### src/rtl/slot_exc_pkg.sv
// Shared types and constants for the branch slot exception qualifier.
// Assumes a 5-bit cause field; code values follow the usual exception numbering.
package slot_exc_pkg;

    localparam int CAUSE_W = 5;

    localparam logic [CAUSE_W-1:0] CAUSE_INT = 5'd0;
    localparam logic [CAUSE_W-1:0] CAUSE_RI  = 5'd10;

    typedef enum logic [1:0] {
        BK_NONE    = 2'd0,
        BK_DELAYED = 2'd1,
        BK_COMPACT = 2'd2,
        BK_RSVD    = 2'd3
    } br_kind_e;

    typedef enum logic [1:0] {
        SL_NONE   = 2'd0,
        SL_DELAY  = 2'd1,
        SL_FORBID = 2'd2
    } slot_e;

    typedef struct packed {
        logic               take;
        logic [CAUSE_W-1:0] cause;
    } exc_pick_t;

endpackage

### src/rtl/slot_tracker.sv
// Slot tracker: remembers whether the next valid instruction sits in a
// delay slot or forbidden slot, and the PC of the branch that owns it.
// Assumes exc_taken is the same-cycle decision for the presented instruction.
module slot_tracker
    import slot_exc_pkg::*;
#(
    parameter int PC_W = 32
) (
    input  logic            clk,
    input  logic            rst_n,
    input  logic            flush,
    input  logic            in_valid,
    input  logic [PC_W-1:0] in_pc,
    input  logic [1:0]      in_br_kind,
    input  logic            exc_taken,
    output slot_e           slot_kind,
    output logic [PC_W-1:0] slot_pc
);

    // Slot state update: flush and exceptions close a slot, bubbles hold it.
    always_ff @(posedge clk) begin
        if (!rst_n) begin
            slot_kind <= SL_NONE;
            slot_pc   <= '0;
        end else if (flush) begin
            slot_kind <= SL_NONE;
            slot_pc   <= '0;
        end else if (in_valid) begin
            if (exc_taken) begin
                slot_kind <= SL_NONE;
                slot_pc   <= '0;
            end else if (in_br_kind == BK_DELAYED) begin
                slot_kind <= SL_DELAY;
                slot_pc   <= in_pc;
            end else if (in_br_kind == BK_COMPACT) begin
                slot_kind <= SL_FORBID;
                slot_pc   <= in_pc;
            end else begin
                slot_kind <= SL_NONE;
                slot_pc   <= '0;
            end
        end
    end

endmodule

### src/rtl/slot_rule_check.sv
// Slot rule check: purely combinational legality tests for the presented
// instruction against the current slot state.
// Assumes the class flags are pre-decoded and mutually consistent.
module slot_rule_check
    import slot_exc_pkg::*;
(
    input  slot_e      slot_kind,
    input  logic [1:0] in_br_kind,
    input  logic       in_is_cti,
    input  logic       in_is_sysret,
    input  logic       in_is_link,
    input  logic       in_src_link,
    output logic       in_slot,
    output logic       slot_ri,
    output logic       link_ri
);

    logic is_branch;

    // Classify the instruction and apply the slot and restartability rules.
    always_comb begin
        is_branch = (in_br_kind == BK_DELAYED) || (in_br_kind == BK_COMPACT);
        in_slot   = (slot_kind != SL_NONE);
        slot_ri   = in_slot && (in_is_cti || in_is_sysret || is_branch);
        link_ri   = is_branch && in_is_link && in_src_link;
    end

endmodule

### src/rtl/exc_arbiter.sv
// Exception arbiter: ranks interrupt, reserved-instruction and upstream
// exception, forms EPC/BD and registers the outcome for one cycle.
// Assumes slot_pc is only meaningful while in_slot is high.
module exc_arbiter
    import slot_exc_pkg::*;
#(
    parameter int PC_W = 32
) (
    input  logic               clk,
    input  logic               rst_n,
    input  logic               flush,
    input  logic               in_valid,
    input  logic [PC_W-1:0]    in_pc,
    input  logic [PC_W-1:0]    slot_pc,
    input  logic               in_slot,
    input  logic               irq_req,
    input  logic               slot_ri,
    input  logic               link_ri,
    input  logic               ext_exc_req,
    input  logic [CAUSE_W-1:0] ext_exc_code,
    output logic               exc_taken,
    output logic               exc_req,
    output logic [CAUSE_W-1:0] exc_cause,
    output logic [PC_W-1:0]    exc_epc,
    output logic               exc_bd
);

    exc_pick_t pick;
    logic      live;

    // Fixed-priority selection among the three exception sources.
    always_comb begin
        live       = in_valid && !flush;
        pick.take  = 1'b0;
        pick.cause = '0;
        if (live) begin
            if (irq_req) begin
                pick.take  = 1'b1;
                pick.cause = CAUSE_INT;
            end else if (slot_ri || link_ri) begin
                pick.take  = 1'b1;
                pick.cause = CAUSE_RI;
            end else if (ext_exc_req) begin
                pick.take  = 1'b1;
                pick.cause = ext_exc_code;
            end
        end
        exc_taken = pick.take;
    end

    // Register the decision with slot-aware EPC and BD; quiet outputs are zero.
    always_ff @(posedge clk) begin
        if (!rst_n) begin
            exc_req   <= 1'b0;
            exc_cause <= '0;
            exc_epc   <= '0;
            exc_bd    <= 1'b0;
        end else if (pick.take) begin
            exc_req   <= 1'b1;
            exc_cause <= pick.cause;
            exc_epc   <= in_slot ? slot_pc : in_pc;
            exc_bd    <= in_slot;
        end else begin
            exc_req   <= 1'b0;
            exc_cause <= '0;
            exc_epc   <= '0;
            exc_bd    <= 1'b0;
        end
    end

endmodule

### src/rtl/slot_exc_qual.sv
// Branch slot exception qualifier top: ties slot tracking, slot rules and
// exception arbitration together. Outputs lag the input instruction by one clock.
// Assumes in_pc and class flags are stable while in_valid is high.
module slot_exc_qual
    import slot_exc_pkg::*;
#(
    parameter int PC_W = 32
) (
    input  logic               clk,
    input  logic               rst_n,
    input  logic               flush,
    input  logic               in_valid,
    input  logic [PC_W-1:0]    in_pc,
    input  logic [1:0]         in_br_kind,
    input  logic               in_is_cti,
    input  logic               in_is_sysret,
    input  logic               in_is_link,
    input  logic               in_src_link,
    input  logic               irq_req,
    input  logic               ext_exc_req,
    input  logic [CAUSE_W-1:0] ext_exc_code,
    output logic               exc_req,
    output logic [CAUSE_W-1:0] exc_cause,
    output logic [PC_W-1:0]    exc_epc,
    output logic               exc_bd
);

    slot_e           slot_kind;
    logic [PC_W-1:0] slot_pc;
    logic            in_slot;
    logic            slot_ri;
    logic            link_ri;
    logic            exc_taken;

    slot_tracker #(.PC_W(PC_W)) u_track (
        .clk        (clk),
        .rst_n      (rst_n),
        .flush      (flush),
        .in_valid   (in_valid),
        .in_pc      (in_pc),
        .in_br_kind (in_br_kind),
        .exc_taken  (exc_taken),
        .slot_kind  (slot_kind),
        .slot_pc    (slot_pc)
    );

    slot_rule_check u_rules (
        .slot_kind    (slot_kind),
        .in_br_kind   (in_br_kind),
        .in_is_cti    (in_is_cti),
        .in_is_sysret (in_is_sysret),
        .in_is_link   (in_is_link),
        .in_src_link  (in_src_link),
        .in_slot      (in_slot),
        .slot_ri      (slot_ri),
        .link_ri      (link_ri)
    );

    exc_arbiter #(.PC_W(PC_W)) u_arb (
        .clk          (clk),
        .rst_n        (rst_n),
        .flush        (flush),
        .in_valid     (in_valid),
        .in_pc        (in_pc),
        .slot_pc      (slot_pc),
        .in_slot      (in_slot),
        .irq_req      (irq_req),
        .slot_ri      (slot_ri),
        .link_ri      (link_ri),
        .ext_exc_req  (ext_exc_req),
        .ext_exc_code (ext_exc_code),
        .exc_taken    (exc_taken),
        .exc_req      (exc_req),
        .exc_cause    (exc_cause),
        .exc_epc      (exc_epc),
        .exc_bd       (exc_bd)
    );

endmodule

### config.mk
export PLATFORM = sky130hd
export DESIGN_NAME = slot_exc_qual
export DESIGN_NICKNAME = d
export VERILOG_FILES = /design/src/rtl/slot_exc_pkg.sv /design/src/rtl/slot_tracker.sv /design/src/rtl/slot_rule_check.sv /design/src/rtl/exc_arbiter.sv /design/src/rtl/slot_exc_qual.sv
export SDC_FILE = /design/constraint.sdc
export NUM_CORES = 1
export LEC_CHECK = 0
export ABC_CLOCK_PERIOD_IN_PS = 1850
export BUFFER_PORTS_ARGS = -buffer_cell sky130_fd_sc_hd__buf_2
export CAP_MARGIN = 20
export CORE_UTILIZATION = 40
export CTS_BUF_LIST = sky130_fd_sc_hd__clkbuf_4
export CTS_CLUSTER_SIZE = 24
export DETAILED_ROUTE_END_ITERATION = 10
export HOLD_SLACK_MARGIN = 0.05
export PLACE_DENSITY_LB_ADDON = 0.15
export SLEW_MARGIN = 30
export SYNTH_ARGS = -nofsm -noshare
export SYNTH_HDL_FRONTEND = slang
export SYNTH_SLANG_ARGS = --single-unit
### constraint.sdc
create_clock -name clk -period 1.85 [get_ports clk]
set_input_delay 0.0925 -clock clk [delete_from_list [all_inputs] [get_ports clk]]
set_output_delay 0.0925 -clock clk [all_outputs]
set_load 0.01 [all_outputs]
Word level (Yosys, flattened, before mapping)
Index checks and enable logic that the tools add are counted.

word-level totals
  word-level logic and storage cells = 39
  input port bits = 49
  register bits after elaboration = 73
  output and inout port bits = 39

cells by class
  equal/unequal tests = 2
  bitwise logic cells = 4
  multiplexer cells = 12
  reductions and logical operators = 14

operators by type and width
  cell                                                  count
  two-way mux 32 bit                                    4
  two-way mux 6 bit                                     4
  two-way mux 2 bit                                     3
  OR reduction 6 bit                                    1
  logical AND 1 bit                                     4
  logical OR 1 bit                                      4
  NOT 1 bit                                             4
  OR reduction 4 bit                                    1
  equality test 2 x 1 -> 1 bit (second input constant)  1
  equality test 2 bit (second input constant)           1
  AND reduction 2 bit                                   1
  nonzero test 2 bit                                    1
  OR reduction 2 bit                                    1
  logical NOT 1 bit                                     1
  two-way mux 1 bit                                     1

Logic depth before layout (Yosys ltp)
  depth in word-level cells = 10
  gate-level depth with buffers = 7
  gate-level depth less buffers = 5

Cells and area by module
From an unflattened synthesis, not the netlist that was laid out.

unflattened totals
  cell total of the unflattened synthesis = 289
  area total of the unflattened synthesis = 3,203.1 sq um

modules (own cells, without submodules)
  module           times used  area each (sq um)  seq. area each (sq um)  cells each
  slot_tracker     1           1,717.9            680.7                   155
  exc_arbiter      1           1,453.9            780.7                   130
  slot_rule_check  1           31.3               0.0                     4

Least setup slack after synthesis
Ideal clock, no wire load.

  path type = register to register
  start = register u_track.slot_kind[1]
  end = register u_arb.exc_epc[12]
  library setup time = 132 ps
  stages on the path, launching flop included = 6
  slack = 236 ps
  data required time = 1,718 ps
  buffers on the path = 2
  clock period less this slack = 1,614 ps
  arrival = 1,482 ps
  cell sequence = dfxtp_1 a211o_1 a2111oi_4 buf_2 buf_4 nor3_1

on the way
  word-level cells in the longest chain between the ends = 7

RTL lines
  what                                  line                   text
  start: declaration                    slot_tracker.sv:16     output slot_e slot_kind,
  start signal: assignment              slot_tracker.sv:23     slot_kind <= SL_NONE;
  start signal: assignment              slot_tracker.sv:26     slot_kind <= SL_NONE;
  start signal: assignment              slot_tracker.sv:30     slot_kind <= SL_NONE;
  nonzero test 2 bit *                  slot_rule_check.sv:23  in_slot = (slot_kind != SL_NONE);
  logical AND 1 bit                     slot_rule_check.sv:24  slot_ri = in_slot && (in_is_cti || in_is_sysret || is_branch);
  logical OR 1 bit                      exc_arbiter.sv:40      end else if (slot_ri || link_ri) begin
  two-way mux 6 bit                     exc_arbiter.sv:40
  two-way mux 6 bit                     exc_arbiter.sv:37      if (irq_req) begin
  two-way mux 6 bit                     exc_arbiter.sv:36      if (live) begin
  AND reduction 2 bit (no source line)  n/a
  end signal: assignment                exc_arbiter.sv:61      exc_epc <= in_slot ? slot_pc : in_pc;
  end: declaration                      exc_arbiter.sv:24      output logic [PC_W-1:0] exc_epc,

Every way passes the cells marked *; elsewhere a longest branch is shown, timed or not.
A chain may end at the register's enable or synchronous reset.

Worst setup path after layout
  start = register u_track.slot_kind[1]
  end = register u_track.slot_pc[2]

on the way
  word-level cells in the longest chain between the ends = 7

RTL lines
  what                    line                   text
  nonzero test 2 bit      slot_rule_check.sv:23
  logical AND 1 bit       slot_rule_check.sv:24
  logical OR 1 bit        exc_arbiter.sv:40
  two-way mux 6 bit       exc_arbiter.sv:40
  two-way mux 6 bit       exc_arbiter.sv:37
  two-way mux 6 bit       exc_arbiter.sv:36
  two-way mux 32 bit      slot_tracker.sv:29     if (exc_taken) begin
  end signal: assignment  slot_tracker.sv:34     slot_pc <= in_pc;
  end signal: assignment  slot_tracker.sv:37     slot_pc <= in_pc;
  end: declaration        slot_tracker.sv:17     output logic [PC_W-1:0] slot_pc

No other way between the ends.

==> flow_summary.yaml <==
logic_synthesis:
  yosysMostFrequentCell: "dfxtp_1"
  ys_top_cells_by_count: "dfxtp_1, a32o_1, nor3_1"
  synth_top_area_share: 0.569
  synth_top_cell_by_area: "dfxtp_1"
  ys.warnings.count: 0
  syn_inst: 220
  ys_ff_latch: 73
  synthArstFlopShare: 0
  synthFlopType: "dfxtp_1"
  synth.distinct_cells: 23
  avgSynthCellArea_um2: 11.7
  netlist_area_mm2: 0.00257
  synth_edf_count: 0
  synth_area_leaders: "dfxtp_1, a32o_1, mux2i_1"
  syn_nets: 271
  synth_seq_area_share: 0.569
routing:
  post_drt_wl_per_cell_um: 13.3
  routed_wl_um: 5620
  drtIter0Drc: 91
  drc: 0
  detail-route-antenna-nets: 0
  viasPerCell: 5.07
  firstDrtPassIters: 4
  routed-via-count: 2151
pwr:
  p_comb_frac: 0.108
  swShare: 0.254
  power_frac_seq: 0.589
  ir_drop_mv: 0.425
  p_clk_frac: 0.304
  p_leak_nw: 1.78
  power.density_mw_per_mm2: 759
  p_int_mw: 2.03
  switchingPower_uw: 690
timing:
  setup_slack_ns: 0.119
  rsz0062_at_grt: "no"
  hold_violations: 0
  post-route-min-period_ns: 1.73
  slew_headroom: 0.743
  maxSlewViolCount: 0
  setup_violations: 0
  fmax_mhz: 578
  fin_skew_ns: 0.00771
  tns_ns: 0
  fin_crit_sh: 0.936
  tightest_slew_ns: 0.386
critical_path:
  critPathKind: "register to register"
  crit_path_end_kind: "register"
  required_ns: 2.20
  crit_chain: "a211o_1 -> a2111oi_4 -> buf_12 -> a32o_1"
  worstPathMaxFanout: 68
  cpMaxStageDelayCell: "a2111oi_4"
  cp_slowest_stage_delay_ns: 0.42
  cp.arrival_ns: 2.08
  start_kind: "register"
  rrSetupSlack_ns: 0.12
layout:
  post-route-util: 0.591
  num_antenna_cells: 0
  areaGrowthSynthToFinish_pct: 39.7
  nets: 395
  drive_above_1_share: 0.327
  layoutNonFillerInstCount: 424
  fin_area_mm2: 0.00358
run_status:
  status: "completed"
place:
  numPortBuffers: 87
  hpwl_um: 3210
  place_ws_ns: 0.155
  dpl.cell_count: 369
  place_area_mm2: 0.00308
  gp_congestion: 0.672
global_routing:
  grtUsageMet1: 0.231
  antenna_found_initial: 0
  overflow: 0
  grt_use_total: 0.184
  grtUsageMet2: 0.293
  grt_pass1_vias: 2038
  grt_max_degree: 69
  met3_usage: 0.0429
  busiest_layer: "met2"
  grt_first_pass_wirelength_um: 9210
clocking:
  cts-buffers-inserted: 9
  clockBufferDepth: 2
  cts_tree: "yes"
  path_clk_slew_ns: 0.11
  htreeDepth: 3
  clkLatencyLatePin_ns: 0.40
  clock-sinks: 73
  cts_root_buf: "clkbuf_4"
  cts_resized: 0
die:
  initial_core_util: 0.423
  die_y_um: 82.1
  ios: 88
  die_w_um: 82.1
  rows: 28
  dieArea_mm2: 0.00674
  coreArea_mm2: 0.00606
min_path:
  hp-class: "primary input to register"
job:
  maxCapViolCount: 0
## per-layer routing
layer / vias up / wire (um)
li1: 1089 / -
met1: 990 / 2630
met2: 62 / 2620
met3: 10 / 275
met4: 0 / 103
met5: - / 0
## logic make-up (layout without fill, tap and decap cells)
| group | after synthesis | after routing | share of synthesized area |
|---|---|---|---|
| buffers and inverters | 26 | 155 | 0.0444 |
| AO/OA/AOI/OAI | 41 | 41 | 0.162 |
| AND/OR/NAND/NOR | 46 | 46 | 0.0892 |
| multiplexers | 32 | 32 | 0.125 |
| flip-flops | 73 | 73 | 0.569 |
| adder cells (fa/ha/maj) | 2 | 2 | 0.00975 |
## state kept, by name, summed over array words and instances (netlist names)
signal             cells
u_arb.exc_epc         32
u_arb.exc_req          1
u_track.slot_pc       32
u_arb.exc_cause        5
u_track.slot_kind      2
u_arb.exc_bd           1
## path summary, 6_finish.rpt
check / from / to / cells after the start
max: u_track.slot_kind[1] / u_track.slot_pc[2] / 4
min: ext_exc_req / u_arb.exc_cause[4] / 4
max reg2reg: u_track.slot_kind[1] / u_track.slot_pc[2] / 4
min reg2reg: u_track.slot_pc[14] / u_track.slot_pc[14] / 1
## final cells by class
| type | count | area (um2) |
|---|---|---|
| fill | 545 | 2480 |
| timing repair buffer | 133 | 891 |
| clock buffer | 10 | 75.1 |
| multi-input combinational | 121 | 1010 |
| inverter | 6 | 22.5 |
| sequential | 73 | 1460 |
| clock inverter | 6 | 35.0 |
| tap | 75 | 93.8 |
## critical path, delay by kind of cell, from the launching register on
kind,cells,cell delay (ns)
AO/OA/AOI/OAI,3,0.97
flip-flops,1,0.37
buffers and inverters,1,0.32
## power by group through the flow
stage	Combinational, mW	Sequential, mW	Clock [mW]
floorplan	0.111	1.65	0
global placement	0.228	1.64	0
detailed placement	0.231	1.64	0
CTS	0.293	1.60	0.860
global route	0.324	1.61	0.937
finish	0.293	1.60	0.826
## repair_timing
action | 4_1_cts | 5_1_grt
setup buffers | 0 | 0
hold buffers | 39 | 0
endpoints found under the hold margin | 69 | 0
setup endpoints to repair | 0 | 0
## per-stage QoR
step	hold slack, ns	total power, mW
6_report	0.108	2.72
5_1_grt	0.119	2.87
4_1_cts	0.0905	2.75
3_5_place_dp	0.313	1.87
3_3_place_gp	0.305	1.86
2_1_floorplan	0.171	1.76
## placed cells by master (no fill, tap or decap), types with 2 or more instances in the layout
cell type      synthesis  layout
buf_4                  2       6
inv_1                  5       5
clkbuf_4               0      10
clkinv_2               0       3
dlygate4sd3_1          0      39
nor3_1                33      33
nor2_1                 7       5
mux2i_1               32      32
dfxtp_1               73      73
a211oi_1               2       2
ha_1                   2       2
a32o_1                34      34
buf_2                  7      87
nand2_1                2       2
(Power assumes the default switching activity.)
